### src/rtl/card_dec_pkg.sv
package card_dec_pkg;
  typedef struct packed {
    logic rom;
    logic ram;
    logic fdc;
    logic rtc;
    logic wstb;
  } sel_t;
endpackage

### src/rtl/card_region_match.sv
module card_region_match #(
  parameter int          ADDR_W = 21,
  parameter logic [20:0] MASK   = 21'h07E000,
  parameter logic [20:0] MATCH  = 21'h074000
) (
  input  logic [ADDR_W-1:0] addr,
  output logic              hit
);
  always_comb hit = ((addr & MASK[ADDR_W-1:0]) == MATCH[ADDR_W-1:0]);
endmodule

### src/rtl/card_window_decode.sv
module card_window_decode
  import card_dec_pkg::*;
#(
  parameter int OFF_W = 13,
  parameter int IDX_W = 4
) (
  input  logic [OFF_W-1:0] off,
  input  logic             active,
  input  logic             is_read,
  input  logic             rtc_en,
  output sel_t             sel,
  output logic [IDX_W-1:0] idx
);
  localparam int TAG_W   = OFF_W - 3;
  localparam int CLK_W   = OFF_W - 5;
  localparam logic [TAG_W-1:0] FDC_WR_TAG = '1;
  localparam logic [TAG_W-1:0] FDC_RD_TAG = FDC_WR_TAG - 1'b1;
  localparam logic [CLK_W-1:0] CLK_TAG    = '1;

  logic last_k, fdc_win, clk_win, fdc_hit, clk_hit;

  always_comb begin
    last_k  = &off[OFF_W-1:OFF_W-3];
    fdc_win = active && !rtc_en &&
              (off[OFF_W-1:3] == (is_read ? FDC_RD_TAG : FDC_WR_TAG));
    clk_win = active && rtc_en && (off[OFF_W-1:5] == CLK_TAG);
    fdc_hit = fdc_win && !off[0];
    clk_hit = clk_win && !off[0];

    sel.fdc  = fdc_hit;
    sel.rtc  = clk_hit;
    sel.wstb = fdc_win && (off[2:0] == 3'b111);
    sel.ram  = active && last_k && !fdc_hit && !clk_hit;
    sel.rom  = active && !last_k && is_read;

    if (fdc_hit)      idx = {{(IDX_W-2){1'b0}}, off[2:1]};
    else if (clk_hit) idx = off[4:1];
    else              idx = '0;
  end
endmodule

### src/rtl/card_addr_form.sv
module card_addr_form #(
  parameter int OFF_W    = 13,
  parameter int ROM_PG_W = 2,
  parameter int RAM_PG_W = 1
) (
  input  logic [OFF_W-1:0]           off,
  input  logic                       rom_sel,
  input  logic                       ram_sel,
  input  logic [ROM_PG_W-1:0]        rom_page,
  input  logic [RAM_PG_W-1:0]        ram_page,
  output logic [ROM_PG_W+OFF_W-1:0]  rom_a,
  output logic [RAM_PG_W+OFF_W-4:0]  ram_a
);
  localparam int RAM_OFF_W = OFF_W - 3;

  always_comb begin
    rom_a = rom_sel ? {rom_page, off} : '0;
    ram_a = ram_sel ? {ram_page, off[RAM_OFF_W-1:0]} : '0;
  end
endmodule

### src/rtl/card_addr_decode.sv
module card_addr_decode
  import card_dec_pkg::*;
#(
  parameter int          ADDR_W    = 21,
  parameter int          OFF_W     = 13,
  parameter int          ROM_PG_W  = 2,
  parameter int          RAM_PG_W  = 1,
  parameter int          IDX_W     = 4,
  parameter logic [20:0] STD_MASK  = 21'h07E000,
  parameter logic [20:0] STD_MATCH = 21'h074000,
  parameter logic [20:0] ALT_MASK  = 21'h1FE000,
  parameter logic [20:0] ALT_MATCH = 21'h174000
) (
  input  logic                      clk,
  input  logic                      rst_n,
  input  logic [ADDR_W-1:0]         addr,
  input  logic                      is_read,
  input  logic                      card_on,
  input  logic                      rtc_en,
  input  logic                      alt_host,
  input  logic [ROM_PG_W-1:0]       rom_page,
  input  logic [RAM_PG_W-1:0]       ram_page,
  output logic                      rom_cs,
  output logic                      ram_cs,
  output logic                      fdc_cs,
  output logic                      rtc_cs,
  output logic                      wait_stb,
  output logic [IDX_W-1:0]          reg_idx,
  output logic [ROM_PG_W+OFF_W-1:0] rom_addr,
  output logic [RAM_PG_W+OFF_W-4:0] ram_addr
);
  localparam int N_MODES = 2;
  localparam int ROM_A_W = ROM_PG_W + OFF_W;
  localparam int RAM_A_W = RAM_PG_W + OFF_W - 3;

  logic [N_MODES-1:0] mode_hit;
  logic               active;
  sel_t               sel_d;
  logic [IDX_W-1:0]   idx_d;
  logic [ROM_A_W-1:0] rom_a_d;
  logic [RAM_A_W-1:0] ram_a_d;

  for (genvar m = 0; m < N_MODES; m++) begin : g_mode
    card_region_match #(
      .ADDR_W (ADDR_W),
      .MASK   ((m == 0) ? STD_MASK  : ALT_MASK),
      .MATCH  ((m == 0) ? STD_MATCH : ALT_MATCH)
    ) u_match (
      .addr (addr),
      .hit  (mode_hit[m])
    );
  end

  always_comb active = mode_hit[alt_host] && card_on;

  card_window_decode #(.OFF_W(OFF_W), .IDX_W(IDX_W)) u_win (
    .off     (addr[OFF_W-1:0]),
    .active  (active),
    .is_read (is_read),
    .rtc_en  (rtc_en),
    .sel     (sel_d),
    .idx     (idx_d)
  );

  card_addr_form #(.OFF_W(OFF_W), .ROM_PG_W(ROM_PG_W), .RAM_PG_W(RAM_PG_W)) u_form (
    .off      (addr[OFF_W-1:0]),
    .rom_sel  (sel_d.rom),
    .ram_sel  (sel_d.ram),
    .rom_page (rom_page),
    .ram_page (ram_page),
    .rom_a    (rom_a_d),
    .ram_a    (ram_a_d)
  );

  // Output register stage: next-state above, storage here.
  sel_t               sel_q;
  logic [IDX_W-1:0]   idx_q;
  logic [ROM_A_W-1:0] rom_a_q;
  logic [RAM_A_W-1:0] ram_a_q;

  always_ff @(posedge clk or negedge rst_n) begin
    if (!rst_n) begin
      sel_q   <= '0;
      idx_q   <= '0;
      rom_a_q <= '0;
      ram_a_q <= '0;
    end else begin
      sel_q   <= sel_d;
      idx_q   <= idx_d;
      rom_a_q <= rom_a_d;
      ram_a_q <= ram_a_d;
    end
  end

  always_comb begin
    rom_cs   = sel_q.rom;
    ram_cs   = sel_q.ram;
    fdc_cs   = sel_q.fdc;
    rtc_cs   = sel_q.rtc;
    wait_stb = sel_q.wstb;
    reg_idx  = idx_q;
    rom_addr = rom_a_q;
    ram_addr = ram_a_q;
  end


  sel_exclusive_chk: assert property (@(posedge clk) disable iff (!rst_n)
    $onehot0({rom_cs, ram_cs, fdc_cs, rtc_cs}));


  rom_read_only_chk: assert property (@(posedge clk) disable iff (!rst_n)
    $rose(rom_cs) |-> $past(is_read));


  odd_byte_no_chip_chk: assert property (@(posedge clk) disable iff (!rst_n)
    wait_stb |-> !fdc_cs);


  clock_needs_enable_chk: assert property (@(posedge clk) disable iff (!rst_n)
    $rose(rtc_cs) |-> $past(rtc_en));


  fdc_masked_by_clock_chk: assert property (@(posedge clk) disable iff (!rst_n)
    $rose(fdc_cs) |-> !$past(rtc_en));


  card_off_silent_chk: assert property (@(posedge clk) disable iff (!rst_n)
    ($rose(ram_cs) || $rose(rom_cs)) |-> $past(card_on));
endmodule

### config.mk
export PLATFORM = sky130hd
export DESIGN_NAME = card_addr_decode
export DESIGN_NICKNAME = d
export VERILOG_FILES = /design/src/rtl/card_dec_pkg.sv /design/src/rtl/card_region_match.sv /design/src/rtl/card_window_decode.sv /design/src/rtl/card_addr_form.sv /design/src/rtl/card_addr_decode.sv
export SDC_FILE = /design/constraint.sdc
export NUM_CORES = 1
export LEC_CHECK = 0
export BUFFER_PORTS_ARGS = -buffer_cell sky130_fd_sc_hd__buf_4
export CAP_MARGIN = 20
export CORE_MARGIN = 2
export CORE_UTILIZATION = 35
export CTS_CLUSTER_DIAMETER = 100
export DETAILED_ROUTE_END_ITERATION = 12
export PLACE_DENSITY_LB_ADDON = 0.3
export SETUP_SLACK_MARGIN = 0.5
export SYNTH_ARGS = -nofsm -noshare
export SYNTH_HDL_FRONTEND = slang
export SYNTH_SLANG_ARGS = --single-unit
### constraint.sdc
create_clock -name clk -period 0.8 [get_ports clk]
set_input_delay 0 -clock clk [delete_from_list [all_inputs] [get_ports clk]]
set_output_delay 0 -clock clk [all_outputs]
set_load 0.01 [all_outputs]
==> summary.txt, run 1 <==
Status
  • Status: finished with violations
  • Failing checks: negative hold slack, negative setup slack

Placed design
  • Placer Congestion: 0.840
  • # port buffers: 64
  • Placed cell areas: 2300 um^2
  • Post-DP HPWL: 3050 um

Final layout
  • Design Area, Final: 2860 um^2
  • Area Growth Syn to Fin: 94.5%
  • Final #Nets: 250
  • Layout cells sized above 1: 0.659
  • Most common cell after layout, fill and taps aside: buf_6
  • N_diodes: 0
  • Filler cell count: 285
  • Most frequent cells in the layout: buf_6 (51), buf_4 (40), dfrtp_1 (35), inv_1 (17)

STA
  • Setup WS post-layout: -17.4 ps
  • Final count of hold timing violations: 39
  • RSZ-0062 raised after global routing: yes
  • Final Hold Slack: -341 ps
  • Measured slew at the worst slew-check pin: 427 ps
  • Setup TNS: -17.4 ps
  • Slew margin rel.: 0.716
  • Max frequency: 1220 MHz
  • Final critical-path required period: 817 ps
  • Max-slew violation count: 0
  • # setup viols final: 1
  • Tcrit/Tclk final: 1.02

Clock tree
  • H-Tree Depth: 2
  • Max clock buf depth: 2
  • Clock Tree Root: clkbuf_8
  • Worst-path clk slew: 60 ps
  • Clock sink count: 35
  • Num CTS Buffers: 5
  • CTS tree: yes

Worst setup path
  • Levels on crit path: 1
  • CP Max Fanout: 1
  • CP cell instances: buf_6
  • Max incr delay on CP: 410 ps
  • CP delay by family, top: flip-flops
  • CP Capture Type: output port
  • Buf/Inv on CP: 1
  • Worst EP required: 800 ps
  • CP Data Arrival Time: 820 ps
  • Crit Path Class: register to output port
  • Startpoint class of the critical path: register
  • CP max-delay cell: dfrtp_1

Logic synthesis
  • Flops & latches, synth: 35
  • Area share of fa/ha/maj cells after synthesis: 0
  • Post-synthesis compound-gate area fraction: 0.118
  • Syn. warnings: 0
  • Mapped Area: 1470 um^2
  • Yosys top cell by area: dfrtp_1
  • Syn Area/Cell: 11.6 um^2
  • Number of synthesized flops with an enable pin: 0
  • Simple-gate share of the synthesized area: 0.201
  • Syn Inst Count: 127
  • Async SR Flop Fraction: 1.00
  • Synth unique cells: 30
  • Syn nets: 157
  • Largest family of logic cells by synthesized area: simple AND/OR/NAND/NOR gates
  • Area fraction of the dominant cell type after synthesis: 0.596
  • XOR/XNOR Fraction of Synth Area: 0.00596
  • Top_reg_cell synth: dfrtp_1
  • Synth top area cells: dfrtp_1 (60%), nor3_1 (6.1%), inv_1 (4.3%), a2111oi_2 (4.1%), nand4_1 (3.4%)
  • Multiplexer area fraction after synthesis: 0
  • Register area share after synthesis: 0.596

Pwr
  • Sw Share: 0.244
  • Part of the power in the clock network: 0.348
  • Psw: 0.878 mW
  • Worst vdd ir: 891 uV
  • Seq pwr share: 0.493
  • Static Leak: 1.32 nW
  • Overall power: 3.59 mW
  • Logic pwr share: 0.159
  • P_int: 2.72 mW
  • Power per cell area: 1260 nW/um^2

Routing
  • WL per Instance: 16.7 um
  • DRC: 0
  • Antenna-violating nets left: 0
  • WL final: 4510 um
  • DRT iter0 DRCs: 39
  • Vias per std cell: 5.10
  • 1st-pass router iterations: 4
  • Via count: 1,378

GRT
  • GRT overflow: 0
  • Initial antenna violation count: 0
  • Pin count of the biggest net entering global routing: 36
  • First-pass GRT wire length: 6900 um
  • Vias in the first global route: 1,424
  • Total GRT Usage: 0.207

Die
  • Initial Utilization: 0.365
  • Horiz. Die Dim: 68.8 um
  • IO Pins: 65
  • Core area: 4030 um^2
  • Die height: 68.8 um
  • Die area: 4730 um^2
  • FP Rows: 23

Hold path
  • Hold Path Class: input port to asynchronous set/reset pin

Flow run
  • Max cap viols: 0
synth_stat cells, types with 2 or more instances:
library cell  instances
a211oi_1              6
dfrtp_1              35
nand3_1               6
nor4_1                4
nor3_1               18
nand2_1               2
a2111oi_2             4
nand4_1               8
clkbuf_1              2
inv_1                17
buf_2                 6
sequential cells by signal, indices dropped and copies added, names as in the netlist:
| name | count |
|---|---|
| rtc_cs | 1 |
| ram_cs | 1 |
| rom_addr | 15 |
| ram_addr | 11 |
| rom_cs | 1 |
| reg_idx | 4 |
| wait_stb | 1 |
| fdc_cs | 1 |
cells by family (layout without fill, tap and decap cells):
logic type,Yosys count,after routing
xor gates and xnor gates,1,1
DFF,35,35
buffers and inverters,27,120
AOI/OAI and AO/OA,16,16
and+or+nand+nor,48,48
worst max path at each step:
stage / start / to / slack (ps)
3_5_place_dp: addr[10] / reg_idx[2]$_DFF_PN0_ / -320
3_3_place_gp: addr[10] / reg_idx[1]$_DFF_PN0_ / -290
4_1_cts: ram_addr[3]$_DFF_PN0_ / ram_addr[3] / 7
6_report: ram_addr[0]$_DFF_PN0_ / ram_addr[0] / -20
2_1_floorplan: addr[10] / reg_idx[1]$_DFF_PN0_ / -110
5_1_grt: ram_addr[0]$_DFF_PN0_ / ram_addr[0] / -30
layout make-up:
cell class	instances	area, um^2	area share
multi-input combinational	65	792	0.277
clock buffer	6	82.6	0.0289
tap	50	62.6	0.0219
timing repair buffer	96	975	0.341
clock inverter	1	5.00	0.00175
sequential	35	876	0.307
inverter	17	63.8	0.0223
power groups by stage:
stage	Clock (mW)	Sequential, mW	Combinational (mW)
floorplan	0	1.81	0.161
global placement	0	1.80	0.454
detailed placement	0	1.80	0.463
CTS	1.27	1.77	0.534
global route	1.37	1.77	0.611
finish	1.25	1.77	0.573
repair_timing:
action | CTS | global route
cloned | 1 | 0
endpoints found under the hold margin | 43 | 40
endpoints found under the setup margin | 70 | 70
pin swaps | 9 | 9
setup buffers | 1 | 0
resized for setup | 82 | 18
through the flow:
stage | setup WS [ps] | utilization | std cells | hold WS [ps]
global placement | -285 | 0.571 | 261 | -34.8
finish | -17.4 | 0.709 | 270 | -341
detailed placement | -322 | 0.571 | 261 | -27.2
floorplan | -113 | - | 127 | -296
global route | -33.7 | 0.709 | 270 | -311
CTS | 6.96 | 0.689 | 270 | -326
metal layers:
layer	GRT usage	routed length (um)	part of all wire
met5	0	0	0
met2	0.351	2290	0.51
met3	0.0633	381	0.085
met1	0.246	1750	0.39
met4	0.0833	84	0.019
(Power assumes the default switching activity.)
==> inputs of run 2 (changes only) <==
--- a/config.mk
+++ b/config.mk
@@ -5,6 +5,7 @@
 export SDC_FILE = /design/constraint.sdc
 export NUM_CORES = 1
 export LEC_CHECK = 0
+export ABC_AREA = 1
 export BUFFER_PORTS_ARGS = -buffer_cell sky130_fd_sc_hd__buf_4
 export CAP_MARGIN = 20
 export CORE_MARGIN = 2
==> summary.txt, run 2 <==
Status
  • Status: finished with violations (unchanged)
  • Failing checks: negative hold slack (was negative hold slack, negative setup slack)

Final layout
  • Most frequent cells in the layout: buf_6 (44), dfrtp_1 (35), buf_4 (33), nor2_4 (22), inv_1 (17) (was buf_6 (51), buf_4 (40), dfrtp_1 (35), inv_1 (17))
  • Final #Nets: 242 (was 250)
  • Multi-input logic area: 562 um^2 (was 792 um^2)
  • Largest register FFs: 15 (unchanged)
  • Most common cell after layout, fill and taps aside: buf_6 (unchanged)
  • Register area: 876 um^2 (unchanged)
  • Area Growth Syn to Fin: 91.9% (was 94.5%)
  • N_diodes: 0 (unchanged)
  • Fin cells: 261 (was 270)
  • Filler cell count: 272 (was 285)
  • Layout cells sized above 1: 0.681 (was 0.659)

Logic synthesis
  • Async SR Flop Fraction: 1.00 (unchanged)
  • Yosys top cell by area: dfrtp_1 (unchanged)
  • Most numerous cell in the Yosys netlist: dfrtp_1 (unchanged)
  • Flops & latches, synth: 35 (unchanged)
  • Synth unique cells: 13 (was 30)
  • Top_reg_cell synth: dfrtp_1 (unchanged)
  • Syn Inst Count: 127 (unchanged)
  • Most frequent cells after synthesis: dfrtp_1 (35), nor2_1 (33), inv_1 (28), nand2_1 (15), nor2_2 (4) (was dfrtp_1 (35), nor3_1 (18), inv_1 (17), nand4_1 (8))
  • Mapped Area: 1300 um^2 (was 1470 um^2)
  • Syn. warnings: 0 (unchanged)
  • Area fraction of the dominant cell type after synthesis: 0.676 (was 0.596)
  • Synth top area cells: dfrtp_1 (68%), nor2_1 (9.6%), inv_1 (8.1%), nand2_1 (4.3%), nand3_2 (2.3%) (was dfrtp_1 (60%), nor3_1 (6.1%), inv_1 (4.3%), a2111oi_2 (4.1%), nand4_1 (3.4%))
  • Syn nets: 157 (unchanged)
  • Syn Area/Cell: 10.2 um^2 (was 11.6 um^2)
  • Number of synthesized flops with an enable pin: 0 (unchanged)
  • Register area share after synthesis: 0.676 (was 0.596)

GRT
  • Pin count of the biggest net entering global routing: 36 (unchanged)
  • First-pass GRT wire length: 5100 um (was 6900 um)
  • Initial antenna violation count: 0 (unchanged)
  • GRT overflow: 0 (unchanged)
  • Vias in the first global route: 1,152 (was 1,424)
  • Total GRT Usage: 0.165 (was 0.207)

Clock tree
  • Worst-path clk slew: 60 ps (about the same)
  • Num CTS Buffers: 5 (unchanged)
  • Clock Tree Root: clkbuf_8 (unchanged)
  • Clock sink count: 35 (unchanged)
  • CTS tree: yes (unchanged)
  • Max clock buf depth: 2 (unchanged)
  • H-Tree Depth: 2 (unchanged)

Worst setup path
  • Startpoint class of the critical path: register (unchanged)
  • CP Max Fanout: 1 (unchanged)
  • CP cell instances: buf_6 (unchanged)
  • CP Data Arrival Time: 790 ps (was 820 ps)
  • Worst EP required: 800 ps (about the same)
  • Crit Path Class: register to output port (unchanged)
  • Levels on crit path: 1 (unchanged)
  • CP max-delay cell: dfrtp_1 (unchanged)
  • CP Capture Type: output port (unchanged)
  • Buf/Inv on CP: 1 (unchanged)
  • CP delay by family, top: flip-flops (unchanged)
  • Max incr delay on CP: 390 ps (was 410 ps)

Routing
  • WL final: 3290 um (was 4510 um)
  • DRT iter0 DRCs: 39 (unchanged)
  • WL per Instance: 12.6 um (was 16.7 um)
  • 1st-pass router iterations: 3 (was 4)
  • Antenna-violating nets left: 0 (unchanged)
  • DRC: 0 (unchanged)
  • Vias per std cell: 4.33 (was 5.10)
  • Via count: 1,131 (was 1,378)

STA
  • Max frequency: 1260 MHz (was 1220 MHz)
  • Slew margin rel.: 0.721 (was 0.716)
  • # setup viols final: 0 (was 1)
  • Measured slew at the worst slew-check pin: 418 ps (was 427 ps)
  • Final count of hold timing violations: 42 (was 39)
  • Max-slew violation count: 0 (unchanged)
  • RSZ-0062 raised after global routing: yes (unchanged)
  • Final Hold Slack: -352 ps (was -341 ps)
  • Final critical-path required period: 794 ps (was 817 ps)
  • Tcrit/Tclk final: 0.992 (was 1.02)
  • Setup TNS: 0 ps (was -17.4 ps)

Pwr
  • Worst vdd ir: 552 uV (was 891 uV)
  • Static Leak: 1.26 nW (was 1.32 nW)
  • Overall power: 3.30 mW (was 3.59 mW)
  • Power per cell area: 1330 nW/um^2 (was 1260 nW/um^2)

Die
  • Die area: 4210 um^2 (was 4730 um^2)
  • Horiz. Die Dim: 64.9 um (was 68.8 um)
  • FP Rows: 22 (was 23)
  • Core area: 3610 um^2 (was 4030 um^2)
  • Die height: 64.9 um (was 68.8 um)
  • IO Pins: 65 (unchanged)
  • Initial Utilization: 0.359 (was 0.365)

Placed design
  • Dpl cells: 249 (was 261)
  • # port buffers: 64 (unchanged)
  • Placer Congestion: 0.725 (was 0.840)
  • Post-DP HPWL: 2190 um (was 3050 um)

Hold path
  • Hold Path Class: input port to asynchronous set/reset pin (unchanged)

Flow run
  • Max cap viols: 0 (unchanged)
-- run 2: cell types whose count changed after synthesis, moves of 6 or more --
cell and change:
nor3_1 -18, nand2_1 +13, a211oi_1 -6, nor2_1 +32, inv_1 +11, nand4_1 -7
buf_2 -6
-- run 2: metrics by stage --
step,cell area (um^2),worst slack [ps],util
after floorplan,1330,-18.7,-
after global placement,1950,-254,0.540
after detailed placement,1950,-297,0.540
after CTS,2260,1.51,0.628
after global routing,2490,-31.5,0.690
final,2490,6.23,0.690
-- run 2: cell families after synthesis --
family / count (synthesis) / synth area share
buffers and inverters: 30 / 0.0985
AND/OR/NAND/NOR: 61 / 0.213
AO/OA/AOI/OAI: 1 / 0.0126
flip-flops: 35 / 0.676
-- run 2: final cells by class --
type,count,share of cell area
sequential,35,0.352
timing repair buffer,79,0.313
multi-input combinational,63,0.226
inverter,28,0.0523
clock buffer,7,0.0307
tap,48,0.0241
clock inverter,1,0.00201
-- run 2: worst max path at each step --
stage / startpoint / endpoint / slack, ps
after floorplan: addr[13] / ram_addr[1]$_DFF_PN0_ / -20
after global placement: addr[13] / ram_addr[6]$_DFF_PN0_ / -250
after detailed placement: addr[13] / ram_addr[8]$_DFF_PN0_ / -300
after CTS: wait_stb$_DFF_PN0_ / wait_stb / 2
after global routing: rtc_en / ram_addr[3]$_DFF_PN0_ / -30
final: rom_addr[9]$_DFF_PN0_ / rom_addr[9] / 6
-- run 2: repair_timing --
action,4_1_cts,5_1_grt
gates cloned,1,0
setup endpoints to repair,70,70
setup buffers,1,2
resized for setup,60,57
hold endpoints to repair,58,38
pin swaps,15,12
-- run 2: routing by layer --
metal,vias to the layer above,GRT usage,share of wire,wire (um)
met5,-,0,0,0
met4,0,0.0957,0.031,102
met3,8,0.0365,0.056,185
met2,47,0.303,0.56,1840
met1,539,0.170,0.35,1160
li1,537,-,-,-
-- run 2: where the power goes --
part	internal [mW]	switching [mW]
combinational	0.156	0.176
sequential	1.77	0.000580
clock	0.610	0.584
==> inputs of run 3 (changes only) <==
--- a/config.mk
+++ b/config.mk
@@ -10,10 +10,10 @@
 export CAP_MARGIN = 20
 export CORE_MARGIN = 2
 export CORE_UTILIZATION = 35
-export CTS_CLUSTER_DIAMETER = 100
+export CTS_CLUSTER_DIAMETER = 50
 export DETAILED_ROUTE_END_ITERATION = 12
+export GPL_ROUTABILITY_DRIVEN = 0
 export PLACE_DENSITY_LB_ADDON = 0.3
-export SETUP_SLACK_MARGIN = 0.5
 export SYNTH_ARGS = -nofsm -noshare
 export SYNTH_HDL_FRONTEND = slang
 export SYNTH_SLANG_ARGS = --single-unit
==> summary.txt, run 3 (synthesis results as in run 2) <==
STA
  • Measured slew at the worst slew-check pin: 415 ps (was 418 ps)
  • Final critical-path required period: 788 ps (was 794 ps)
  • Final count of hold timing violations: 0 (was 42)
  • Max frequency: 1270 MHz (was 1260 MHz)
  • Max-slew violation count: 0 (unchanged)
  • Setup WS post-layout: 11.9 ps (was 6.23 ps)
  • # setup viols final: 0 (unchanged)
  • Tcrit/Tclk final: 0.985 (was 0.992)
  • Slew margin rel.: 0.723 (was 0.721)
  • Final Hold Slack: 4.36 ps (was -352 ps)
  • RSZ-0062 raised after global routing: yes (unchanged)

Die
  • Core area: 3610 um^2 (unchanged)
  • Die area: 4210 um^2 (unchanged)
  • Initial Utilization: 0.359 (unchanged)
  • Horiz. Die Dim: 64.9 um (unchanged)
  • FP Rows: 22 (unchanged)
  • IO Pins: 65 (unchanged)
  • Die height: 64.9 um (unchanged)

Routing
  • DRC: 0 (unchanged)
  • Via count: 1,138 (was 1,131)
  • 1st-pass router iterations: 4 (was 3)
  • Vias per std cell: 4.20 (was 4.33)
  • WL final: 2960 um (was 3290 um)
  • WL per Instance: 10.9 um (was 12.6 um)
  • Antenna-violating nets left: 0 (unchanged)
  • DRT iter0 DRCs: 36 (was 39)

Clock tree
  • Clock sink count: 35 (unchanged)
  • Num CTS Buffers: 5 (unchanged)
  • Post-CTS Setup Bufs: 0 (was 1)
  • Max clock buf depth: 2 (unchanged)
  • Worst-path clk slew: 60 ps (about the same)
  • Clock Tree Root: clkbuf_8 (unchanged)
  • H-Tree Depth: 2 (unchanged)
  • CTS tree: yes (unchanged)

Worst setup path
  • Crit Path Class: register to output port (unchanged)
  • Worst EP required: 800 ps (about the same)
  • Levels on crit path: 1 (unchanged)
  • Startpoint class of the critical path: register (unchanged)
  • CP Capture Type: output port (unchanged)
  • Worst Setup SP: rom_addr[9]$_DFF_PN0_ (unchanged)
  • Max incr delay on CP: 390 ps (about the same)
  • CP max-delay cell: dfrtp_1 (unchanged)
  • Buf/Inv on CP: 1 (unchanged)
  • CP Max Fanout: 1 (unchanged)
  • CP Data Arrival Time: 790 ps (about the same)
  • CP delay by family, top: flip-flops (unchanged)
  • Worst setup endpoint: rom_addr[9] (unchanged)
  • CP cell instances: buf_6 (unchanged)

Pwr
  • Static Leak: 1.29 nW (was 1.26 nW)
  • Worst vdd ir: 687 uV (was 552 uV)
  • Power per cell area: 1490 nW/um^2 (was 1330 nW/um^2)

GRT
  • Pin count of the biggest net entering global routing: 36 (unchanged)
  • Vias in the first global route: 1,114 (was 1,152)
  • Initial antenna violation count: 0 (unchanged)
  • Total GRT Usage: 0.145 (was 0.165)
  • First-pass GRT wire length: 4550 um (was 5100 um)
  • GRT overflow: 0 (unchanged)

Final layout
  • Final #Nets: 252 (was 242)
  • Most common cell after layout, fill and taps aside: buf_4 (was buf_6)
  • N_diodes: 0 (unchanged)
  • Largest register FFs: 15 (unchanged)
  • Filler cell count: 288 (was 272)
  • Area Growth Syn to Fin: 78.8% (was 91.9%)
  • Layout cells sized above 1: 0.457 (was 0.681)
  • Most frequent cells in the layout: buf_4 (45), dfrtp_1 (35), nor2_1 (31), buf_6 (28), inv_1 (24) (was buf_6 (44), dfrtp_1 (35), buf_4 (33), nor2_4 (22), inv_1 (17))

Placed design
  • Post-DP HPWL: 2100 um (was 2190 um)
  • # port buffers: 64 (unchanged)
  • Placement Setup Slack: -216 ps (was -297 ps)

Hold path
  • Worst hold start: addr[0]
  • Hold Path Class: input port to register (was input port to asynchronous set/reset pin)

Flow run
  • Max cap viols: 0 (unchanged)

Status
  • Status: complete, no violations (was finished with violations)
==> run 3: cell count changes in the layout (fill, tap and decap cells not counted), moves of 7 or more <==
| cell | before | now |
|---|---|---|
| nor2_2 | 12 | 5 |
| nor2_1 | 4 | 31 |
| dlygate4sd3_1 | 0 | 15 |
| nor2_4 | 22 | 2 |
| buf_4 | 33 | 45 |
| buf_6 | 44 | 28 |
| inv_1 | 17 | 24 |
==> run 3: area by class of cell <==
type                            count  area, um^2  area share
Clock buffer                        8         100      0.0432
Tap cell                           48        60.1      0.0259
Timing Repair Buffer               90         843       0.364
Multi-Input combinational cell     62         318       0.137
Sequential cell                    35         876       0.378
Inverter                           28         120      0.0518
==> run 3: per-layer routing <==
layer  GRT usage  wire length (um)  part of all wire
met1       0.143              1110              0.38
met2       0.263              1580              0.53
met3      0.0451               187             0.063
met4      0.0904                81             0.027
met5           0                 0                 0
==> run 3: stage by stage <==
| step | cell area, um^2 | setup TNS (ps) | utilization | instances | total power, mW |
|---|---|---|---|---|---|
| after CTS | 2210 | 0 | 0.613 | 271 | 3.47 |
| after global placement | 1950 | -4620 | 0.541 | 248 | 2.07 |
| after global routing | 2320 | -136 | 0.643 | 271 | 3.60 |
| after detailed placement | 1950 | -5100 | 0.541 | 248 | 2.07 |
| final | 2320 | 0 | 0.643 | 271 | 3.45 |
| after floorplan | 1330 | -154 | - | 127 | 1.88 |
==> run 3: how the worst min path moves through the flow <==
stage / to / slack (ps) / depth (start not counted)
2_1_floorplan: fdc_cs$_DFF_PN0_ / -300 / 0
3_3_place_gp: rom_addr[8]$_DFF_PN0_ / -40 / 1
3_5_place_dp: rom_addr[8]$_DFF_PN0_ / -30 / 1
4_1_cts: wait_stb$_DFF_PN0_ / 10 / 3
5_1_grt: wait_stb$_DFF_PN0_ / 10 / 3
6_report: wait_stb$_DFF_PN0_ / 4 / 3
==> run 3: timing repair <==
item / in CTS / in global routing
setup endpoints to repair: 2 / 32
gates resized for setup: 2 / 29
hold buffers: 15 / 0
endpoints found under the hold margin: 56 / 0
pin swaps: 0 / 2
==> run 3: where the power goes <==
part           switching (mW)  internal, mW
clock                   0.565         0.785
sequential           0.000512          1.77
combinational           0.146         0.182
